--- src/rtl/pwm3_pkg.sv ---
package pwm3_pkg;

  // Classified input level
  typedef enum logic [1:0] {
    LVL_MID  = 2'd0,
    LVL_LOW  = 2'd1,
    LVL_HIGH = 2'd2
  } lvl_e;

  // Gate command: bit 1 high-side on, bit 0 low-side on
  typedef enum logic [1:0] {
    CMD_OFF = 2'b00,
    CMD_LS  = 2'b01,
    CMD_HS  = 2'b10
  } cmd_e;

endpackage

--- src/rtl/pwm3_rst_sync.sv ---
module pwm3_rst_sync #(
  parameter int STAGES = 2
) (
  input  logic clk,
  input  logic rst_n,
  output logic rst_sync_n
);
  logic [STAGES-1:0] chain_q;
  logic [STAGES-1:0] chain_d;

  always_comb begin
    chain_d = {chain_q[STAGES-2:0], 1'b1};
  end

  always_ff @(posedge clk or negedge rst_n) begin
    if (!rst_n) chain_q <= '0;
    else        chain_q <= chain_d;
  end

  assign rst_sync_n = chain_q[STAGES-1];
endmodule

--- src/rtl/pwm3_bit_sync.sv ---
module pwm3_bit_sync #(
  parameter int STAGES = 2,
  parameter int WIDTH  = 2
) (
  input  logic             clk,
  input  logic             rst_n,
  input  logic [WIDTH-1:0] d_i,
  output logic [WIDTH-1:0] q_o
);
  logic [WIDTH-1:0] stage_q [STAGES];

  genvar s;
  generate
    for (s = 0; s < STAGES; s++) begin : g_stage
      logic [WIDTH-1:0] stage_d;
      if (s == 0) begin : g_first
        always_comb stage_d = d_i;
      end else begin : g_rest
        always_comb stage_d = stage_q[s-1];
      end
      always_ff @(posedge clk or negedge rst_n) begin
        if (!rst_n) stage_q[s] <= '0;
        else        stage_q[s] <= stage_d;
      end
    end
  endgenerate

  assign q_o = stage_q[STAGES-1];
endmodule

--- src/rtl/pwm3_classify.sv ---
module pwm3_classify
  import pwm3_pkg::*;
(
  input  logic above_i,
  input  logic below_i,
  output lvl_e lvl_o
);
  always_comb begin
    unique case ({above_i, below_i})
      2'b10:   lvl_o = LVL_HIGH;
      2'b01:   lvl_o = LVL_LOW;
      default: lvl_o = LVL_MID;   // both clear or both set: window
    endcase
  end
endmodule

--- src/rtl/pwm3_holdoff_timer.sv ---
module pwm3_holdoff_timer
  import pwm3_pkg::*;
#(
  parameter int HOLD_CYCLES = 50
) (
  input  logic clk,
  input  logic rst_n,
  input  lvl_e lvl_i,
  output logic done_o
);
  localparam int CNT_W = (HOLD_CYCLES > 2) ? $clog2(HOLD_CYCLES) : 1;
  localparam logic [CNT_W-1:0] LIMIT = CNT_W'(HOLD_CYCLES - 1);

  logic [CNT_W-1:0] cnt_q;
  logic [CNT_W-1:0] cnt_d;
  logic             cnt_en;
  logic             in_win;
  logic             sat;

  always_comb begin
    in_win = (lvl_i == LVL_MID);
    sat    = (cnt_q == LIMIT);
    cnt_en = !in_win || !sat;
    if (!in_win) cnt_d = '0;
    else         cnt_d = cnt_q + CNT_W'(1);
    done_o = in_win && sat;
  end

  always_ff @(posedge clk or negedge rst_n) begin
    if (!rst_n)      cnt_q <= '0;
    else if (cnt_en) cnt_q <= cnt_d;
  end

  AST_CNT_RESTART: assert property (@(posedge clk) disable iff (!rst_n)
    (lvl_i != LVL_MID) |=> (cnt_q == '0));

  AST_CNT_BOUND: assert property (@(posedge clk) disable iff (!rst_n)
    (cnt_q <= LIMIT));

  AST_CNT_STEP: assert property (@(posedge clk) disable iff (!rst_n)
    (in_win && !sat) |=> (cnt_q == $past(cnt_q) + CNT_W'(1)));
endmodule

--- src/rtl/pwm3_cmd_reg.sv ---
module pwm3_cmd_reg
  import pwm3_pkg::*;
(
  input  logic clk,
  input  logic rst_n,
  input  lvl_e lvl_i,
  input  logic hold_done_i,
  output cmd_e cmd_o
);
  cmd_e cmd_q;
  cmd_e cmd_d;

  always_comb begin
    unique case (lvl_i)
      LVL_HIGH: cmd_d = CMD_HS;
      LVL_LOW:  cmd_d = CMD_LS;
      default:  cmd_d = hold_done_i ? CMD_OFF : cmd_q;
    endcase
  end

  always_ff @(posedge clk or negedge rst_n) begin
    if (!rst_n) cmd_q <= CMD_OFF;
    else        cmd_q <= cmd_d;
  end

  assign cmd_o = cmd_q;

  AST_HIGH_FOLLOW: assert property (@(posedge clk) disable iff (!rst_n)
    (lvl_i == LVL_HIGH) |=> (cmd_q == CMD_HS));

  AST_LOW_FOLLOW: assert property (@(posedge clk) disable iff (!rst_n)
    (lvl_i == LVL_LOW) |=> (cmd_q == CMD_LS));

  AST_OFF_AFTER_HOLD: assert property (@(posedge clk) disable iff (!rst_n)
    (lvl_i == LVL_MID && hold_done_i) |=> (cmd_q == CMD_OFF));

  AST_KEEP_IN_WINDOW: assert property (@(posedge clk) disable iff (!rst_n)
    (lvl_i == LVL_MID && !hold_done_i) |=> $stable(cmd_q));

  AST_NO_BOTH_ON: assert property (@(posedge clk) disable iff (!rst_n)
    $onehot0(cmd_q));
endmodule

--- src/rtl/pwm3_level_decoder.sv ---
module pwm3_level_decoder
  import pwm3_pkg::*;
#(
  parameter int SYNC_STAGES = 2,
  parameter int HOLD_CYCLES = 50
) (
  input  logic       clk,
  input  logic       rst_n,
  input  logic       above_hi_i,
  input  logic       below_lo_i,
  output logic [1:0] drive_cmd_o
);
  logic       rst_sync_n;
  logic [1:0] cmp_sync;
  lvl_e       lvl;
  logic       hold_done;
  cmd_e       cmd;

  pwm3_rst_sync #(.STAGES(2)) u_rst_sync (
    .clk        (clk),
    .rst_n      (rst_n),
    .rst_sync_n (rst_sync_n)
  );

  pwm3_bit_sync #(.STAGES(SYNC_STAGES), .WIDTH(2)) u_cmp_sync (
    .clk   (clk),
    .rst_n (rst_sync_n),
    .d_i   ({above_hi_i, below_lo_i}),
    .q_o   (cmp_sync)
  );

  pwm3_classify u_classify (
    .above_i (cmp_sync[1]),
    .below_i (cmp_sync[0]),
    .lvl_o   (lvl)
  );

  pwm3_holdoff_timer #(.HOLD_CYCLES(HOLD_CYCLES)) u_timer (
    .clk    (clk),
    .rst_n  (rst_sync_n),
    .lvl_i  (lvl),
    .done_o (hold_done)
  );

  pwm3_cmd_reg u_cmd (
    .clk         (clk),
    .rst_n       (rst_sync_n),
    .lvl_i       (lvl),
    .hold_done_i (hold_done),
    .cmd_o       (cmd)
  );

  assign drive_cmd_o = cmd;

  AST_RESET_OFF: assert property (@(posedge clk)
    (!rst_sync_n) |-> (drive_cmd_o == 2'b00));
endmodule

--- config.mk ---
export PLATFORM = sky130hd
export DESIGN_NAME = pwm3_level_decoder
export DESIGN_NICKNAME = d
export VERILOG_FILES = /design/src/rtl/pwm3_pkg.sv /design/src/rtl/pwm3_rst_sync.sv /design/src/rtl/pwm3_bit_sync.sv /design/src/rtl/pwm3_classify.sv /design/src/rtl/pwm3_holdoff_timer.sv /design/src/rtl/pwm3_cmd_reg.sv /design/src/rtl/pwm3_level_decoder.sv
export SDC_FILE = /design/constraint.sdc
export NUM_CORES = 1
export LEC_CHECK = 0
export ABC_AREA = 0
export BUFFER_PORTS_ARGS = -buffer_cell sky130_fd_sc_hd__buf_2
export CAP_MARGIN = 20
export CORE_AREA = 2 2 39 41
export DETAILED_ROUTE_END_ITERATION = 8
export DIE_AREA = 0 0 41 43
export MAX_ROUTING_LAYER = met4
export PLACE_DENSITY = 0.62
export SLEW_MARGIN = 25
export SYNTH_ARGS = -nofsm -noshare
export SYNTH_HDL_FRONTEND = slang
export SYNTH_SLANG_ARGS = --single-unit
--- constraint.sdc ---
create_clock -name clk -period 0.8 [get_ports clk]
set_input_delay 0.16 -clock clk [delete_from_list [all_inputs] [get_ports clk]]
set_output_delay 0.16 -clock clk [all_outputs]
set_load 0.01 [all_outputs]
Word level (Yosys, flattened, before mapping)
Cells that the tools add are included.
{"block": "word_totals", "regBits": 14, "inputBits": 4, "output_inout_bits": 2, "word_cells": 21}
{"block": "op_classes", "add_sub_neg": 1, "n_eq_ne": 5, "n_mux": 4, "reduce_logical": 6}
{"cell": "one-hot mux 2 bit (2 select lines)", "count": 2}
{"cell": "adder 6 x 1 -> 6 bit (second input constant)", "count": 1}
{"cell": "== test 6 bit (second input constant)", "count": 1}
{"cell": "2-to-1 mux 6 bit", "count": 1}
{"cell": "== test 2 x 1 -> 1 bit (second input constant)", "count": 2}
{"cell": "== test 2 bit (second input constant)", "count": 2}
{"cell": "nonzero test 3 bit", "count": 1}
{"cell": "logical NOT 1 bit", "count": 2}
{"cell": "logical NOT 2 bit", "count": 1}
{"cell": "2-to-1 mux 2 bit", "count": 1}
{"cell": "logical AND 1 bit", "count": 1}
{"cell": "logical OR 1 bit", "count": 1}

Longest topological paths before layout
{"block": "logic_depth", "ltp_word": 6, "mapped_depth": 5, "mapped_depth_nobuf": 5}

Cells and area by module
A second synthesis with hierarchy kept.
{"block": "hier_totals", "hier_cells": 50, "hier_area_um2": 604.3}
{"mod": "pwm3_holdoff_timer", "n_inst": 1, "cells_per_inst": 33, "area_each_um2": 342.8}
{"mod": "pwm3_bit_sync", "n_inst": 1, "cells_per_inst": 4, "area_each_um2": 100.1}
{"mod": "pwm3_cmd_reg", "n_inst": 1, "cells_per_inst": 8, "area_each_um2": 92.6}
{"mod": "pwm3_rst_sync", "n_inst": 1, "cells_per_inst": 3, "area_each_um2": 53.8}
{"mod": "pwm3_classify", "n_inst": 1, "cells_per_inst": 2, "area_each_um2": 15.0}

Worst setup path after synthesis
Ideal clock, no wire load.
{"block": "synth_path", "path_kind": "register -> register", "start": "register u_timer.cnt_q[1]", "end": "register u_cmd.cmd_q[0], in the netlist u_cmd.cmd_o[0]", "arrival_time_ns": 1.435, "t_required_ns": 0.675, "path_slack_ns": -0.760, "stages_incl_launch_ff": 6, "path_buffers": 0, "path_cell_list": "dfrtp_1 > inv_1 > ha_1 > or3b_4 > o21ai_2 > mux2_2"}
{"block": "synth_via", "elab_chain_cells": 3}
{"element": "start: declaration", "line_no": "pwm3_holdoff_timer.sv:14", "source": "logic [CNT_W-1:0] cnt_q;"}
{"element": "start signal: assignment", "line_no": "pwm3_holdoff_timer.sv:31", "source": "else if (cnt_en) cnt_q <= cnt_d;"}
{"element": "== test 6 bit", "line_no": "pwm3_holdoff_timer.sv:22", "source": "sat = (cnt_q == LIMIT);"}
{"element": "logical AND 1 bit", "line_no": "pwm3_holdoff_timer.sv:26", "source": "done_o = in_win && sat;"}
{"element": "nonzero test 3 bit (no source line)"}
{"element": "end signal: assignment", "line_no": "pwm3_cmd_reg.sv:23", "source": "else cmd_q <= cmd_d;"}
{"element": "end: declaration", "line_no": "pwm3_cmd_reg.sv:10", "source": "cmd_e cmd_q;"}
No other way between the ends.
A chain may end at the register's enable or synchronous reset.

Worst setup path in the final report
{"block": "layout_path", "start": "register u_timer.cnt_q[1]", "end": "register u_cmd.cmd_q[1], in the netlist u_cmd.cmd_o[1]"}
The elaborated chain is that of the path after synthesis.

==> metrics <==
status finished, violations left; failing checks setup timing; initial antenna violation count 0; synth warn 0; Buffers on Ports 5; critical path launch point type flop; maximum number of pins on one net before global-route repair 13; Buffers & Inverters on Critical Path 1; row cnt 14; commonest cells after routing, fill and taps aside dfrtp_1 (14), buf_4 (10), buf_2 (5); Mapped Area 574 um^2; fin crit share 2.01; H-tree levels 1; Routed Antenna Nets 0; Tot GR Track Use 0.184; worst-skew pair later-pin latency 270 ps; slack of the critical path -811 ps; DRT Pass-1 Iters 4; detailed-route via count 411; fin util 0.642; Compound-Gate Fraction of Synth Area 0.0610; Cell variety after synth 17; share of cells above drive strength 1 0.528; Initial Utilization 0.415; unrepaired setup endpoints after global routing true; Critical Path Fanout Max 3; TNS Setup -5060 ps; wire per inst 13.3 um; width of the chip 41 um; pwr dens 1870 nW/um^2; TritonCTS clock tree built; flops & latches, synth 14; Final HPWL DP 828 um; Clk pin slew, worst setup/hold paths about 80 ps; Synth area leader dfrtp_1; worst setup slack after placement -821 ps; total nets after synthesis 53; IO Count 6; clock sinks 14; worst vdd ir 0.982 mV; post-synthesis xor/xnor area fraction 0.0458; highest clock rate 621 MHz; Num CTS Buffers 3; CTS root buf clkbuf_4; reg2reg start u_timer.cnt_q[1]; dpl cells 78; Clock Skew 5.15 ps; mux contribution to synthesized area 0.0392; Crit. End Element flop; GR Overflow Total 0; cells after synthesis 45; fillcell total ~110; core area 1380 um^2; main combinational cell family by area after synthesis simple AND/OR/NAND/NOR gates; Period minus WS final 1610 ps; Setup CP Type flop to flop; die area 1760 um^2; routed vias/inst 4.67; crit path cell chain inv_1, ha_1, or3b_4, o21ai_4, mux2_2; fin cells 88; count of final hold-check violations 0; DRT Wirelength 1170 um; crit-path max cell delay 410 ps; DRT iter0 DRCs 2; largest delay contributor family on the critical path simple AND/OR/NAND/NOR gates; simple-gate share of the synthesized area 0.131; Setup crit start u_timer.cnt_q[1]; final setup fails 10; Tightest Hold Check Type flop to async pin; max-cap violation count 0; most common cell after layout, fill and taps aside dfrtp_1; Chip Height roughly 43 um; gpl congestion approximately 0.75; Pleak 0.414 nW; n_diodes 0; vias in the first global route roughly 450; data required time of the worst path 960 ps; Post-Syn Area per Cell about 13 um^2; first-pass GRT wire length 2010 um; DRC Markers 0; CP arrival 1770 ps; Area contributors post-synth dfrtp_1 (61%), ha_1 (8.7%), xnor2_1 (4.6%), mux2_2 (3.9%), o21ai_0 (2.6%); Area growth syn-to-layout 54.7%; slowest stage cell, crit path or3b_4; fin. max-slew vios 0; top-area cell type share of the netlist area 0.610; clk buf depth 2; sequential area share after synthesis 0.610; Nets 81; Synth Area in Adders 0.0871
final timing paths:
kind	cells past startpoint	to	slack, ps
min in group clk	0	u_cmp_sync.q_o[1]	350
hold reg to reg	1	u_timer.cnt_q[2]	160
max in group asynchronous	1	u_timer.cnt_q[5]	480
hold / removal	1	u_timer.cnt_q[2]	160
setup reg to reg	5	u_cmd.cmd_o[1]	-810
setup / recovery	5	u_cmd.cmd_o[1]	-810
synthesized netlist by cell type:
cell type / number
dfrtp_1: 14
ha_1: 4
inv_1: 3
nand2_1: 3
o21ai_0: 3
xnor2_1: 3
and2_1: 2
mux2_2: 2
nand3_1: 2
nor2_1: 2
and3_1: 1
conb_1: 1
o21ai_2: 1
o311a_2: 1
or3_1: 1
or3b_4: 1
or4b_1: 1
kinds of logic after synthesis:
logic type	Yosys count
muxes	2
and+or+nand+nor	13
DFF	14
buffers and inverters	3
adders and majority gates	4
other	1
xor gates and xnor gates	3
AOI/OAI and AO/OA	5
routing by layer:
layer,routed length [um],vias to the layer above,GRT usage
met5,0,-,-
met2,674,5,0.316
met1,459,201,0.184
met3,25,2,0.0471
li1,-,203,-
met4,10,0,0.0800
cell type report:
| type | count | area, um^2 | share of cell area |
|---|---|---|---|
| multi-input combinational | 28 | 275 | 0.310 |
| timing repair buffer | 23 | 195 | 0.220 |
| tap | 16 | 20.0 | 0.0225 |
| sequential | 14 | 350 | 0.394 |
| clock buffer | 4 | 36.3 | 0.0408 |
| inverter | 3 | 11.3 | 0.0127 |
repair_timing:
item | in CTS | in global routing
pin swaps | 2 | 1
hold endpoints to repair | 4 | 0
hold buffers | 3 | 0
endpoints found under the setup margin | 10 | 10
setup buffers | 4 | 1
gates resized for setup | 13 | 3
gates cloned | 0 | 0
state kept, by name, summed over array words and instances (netlist names):
signal	cells
u_rst_sync.chain_q	2
u_cmp_sync.q_o	2
u_cmp_sync.g_stage.stage_d	2
u_timer.cnt_q	6
u_cmd.cmd_o	2
per-stage QoR:
step / power, W / instance area (um^2) / hold slack, ps
finish: 0.00166 / 888 / 162
global route: 0.00178 / 888 / 178
CTS: 0.00168 / 883 / 176
detailed placement: 0.00108 / 722 / -52.1
global placement: 0.00106 / 722 / -54.5
floorplan: 0.000943 / 587 / -136
power breakdown:
part / internal [W] / switching (W)
sequential: 0.000759 / 0.0000300
combinational: 0.000220 / 0.000163
clock: 0.000276 / 0.000213
total: 0.00126 / 0.000406
Note: power is estimated with default switching activity, not from simulation.
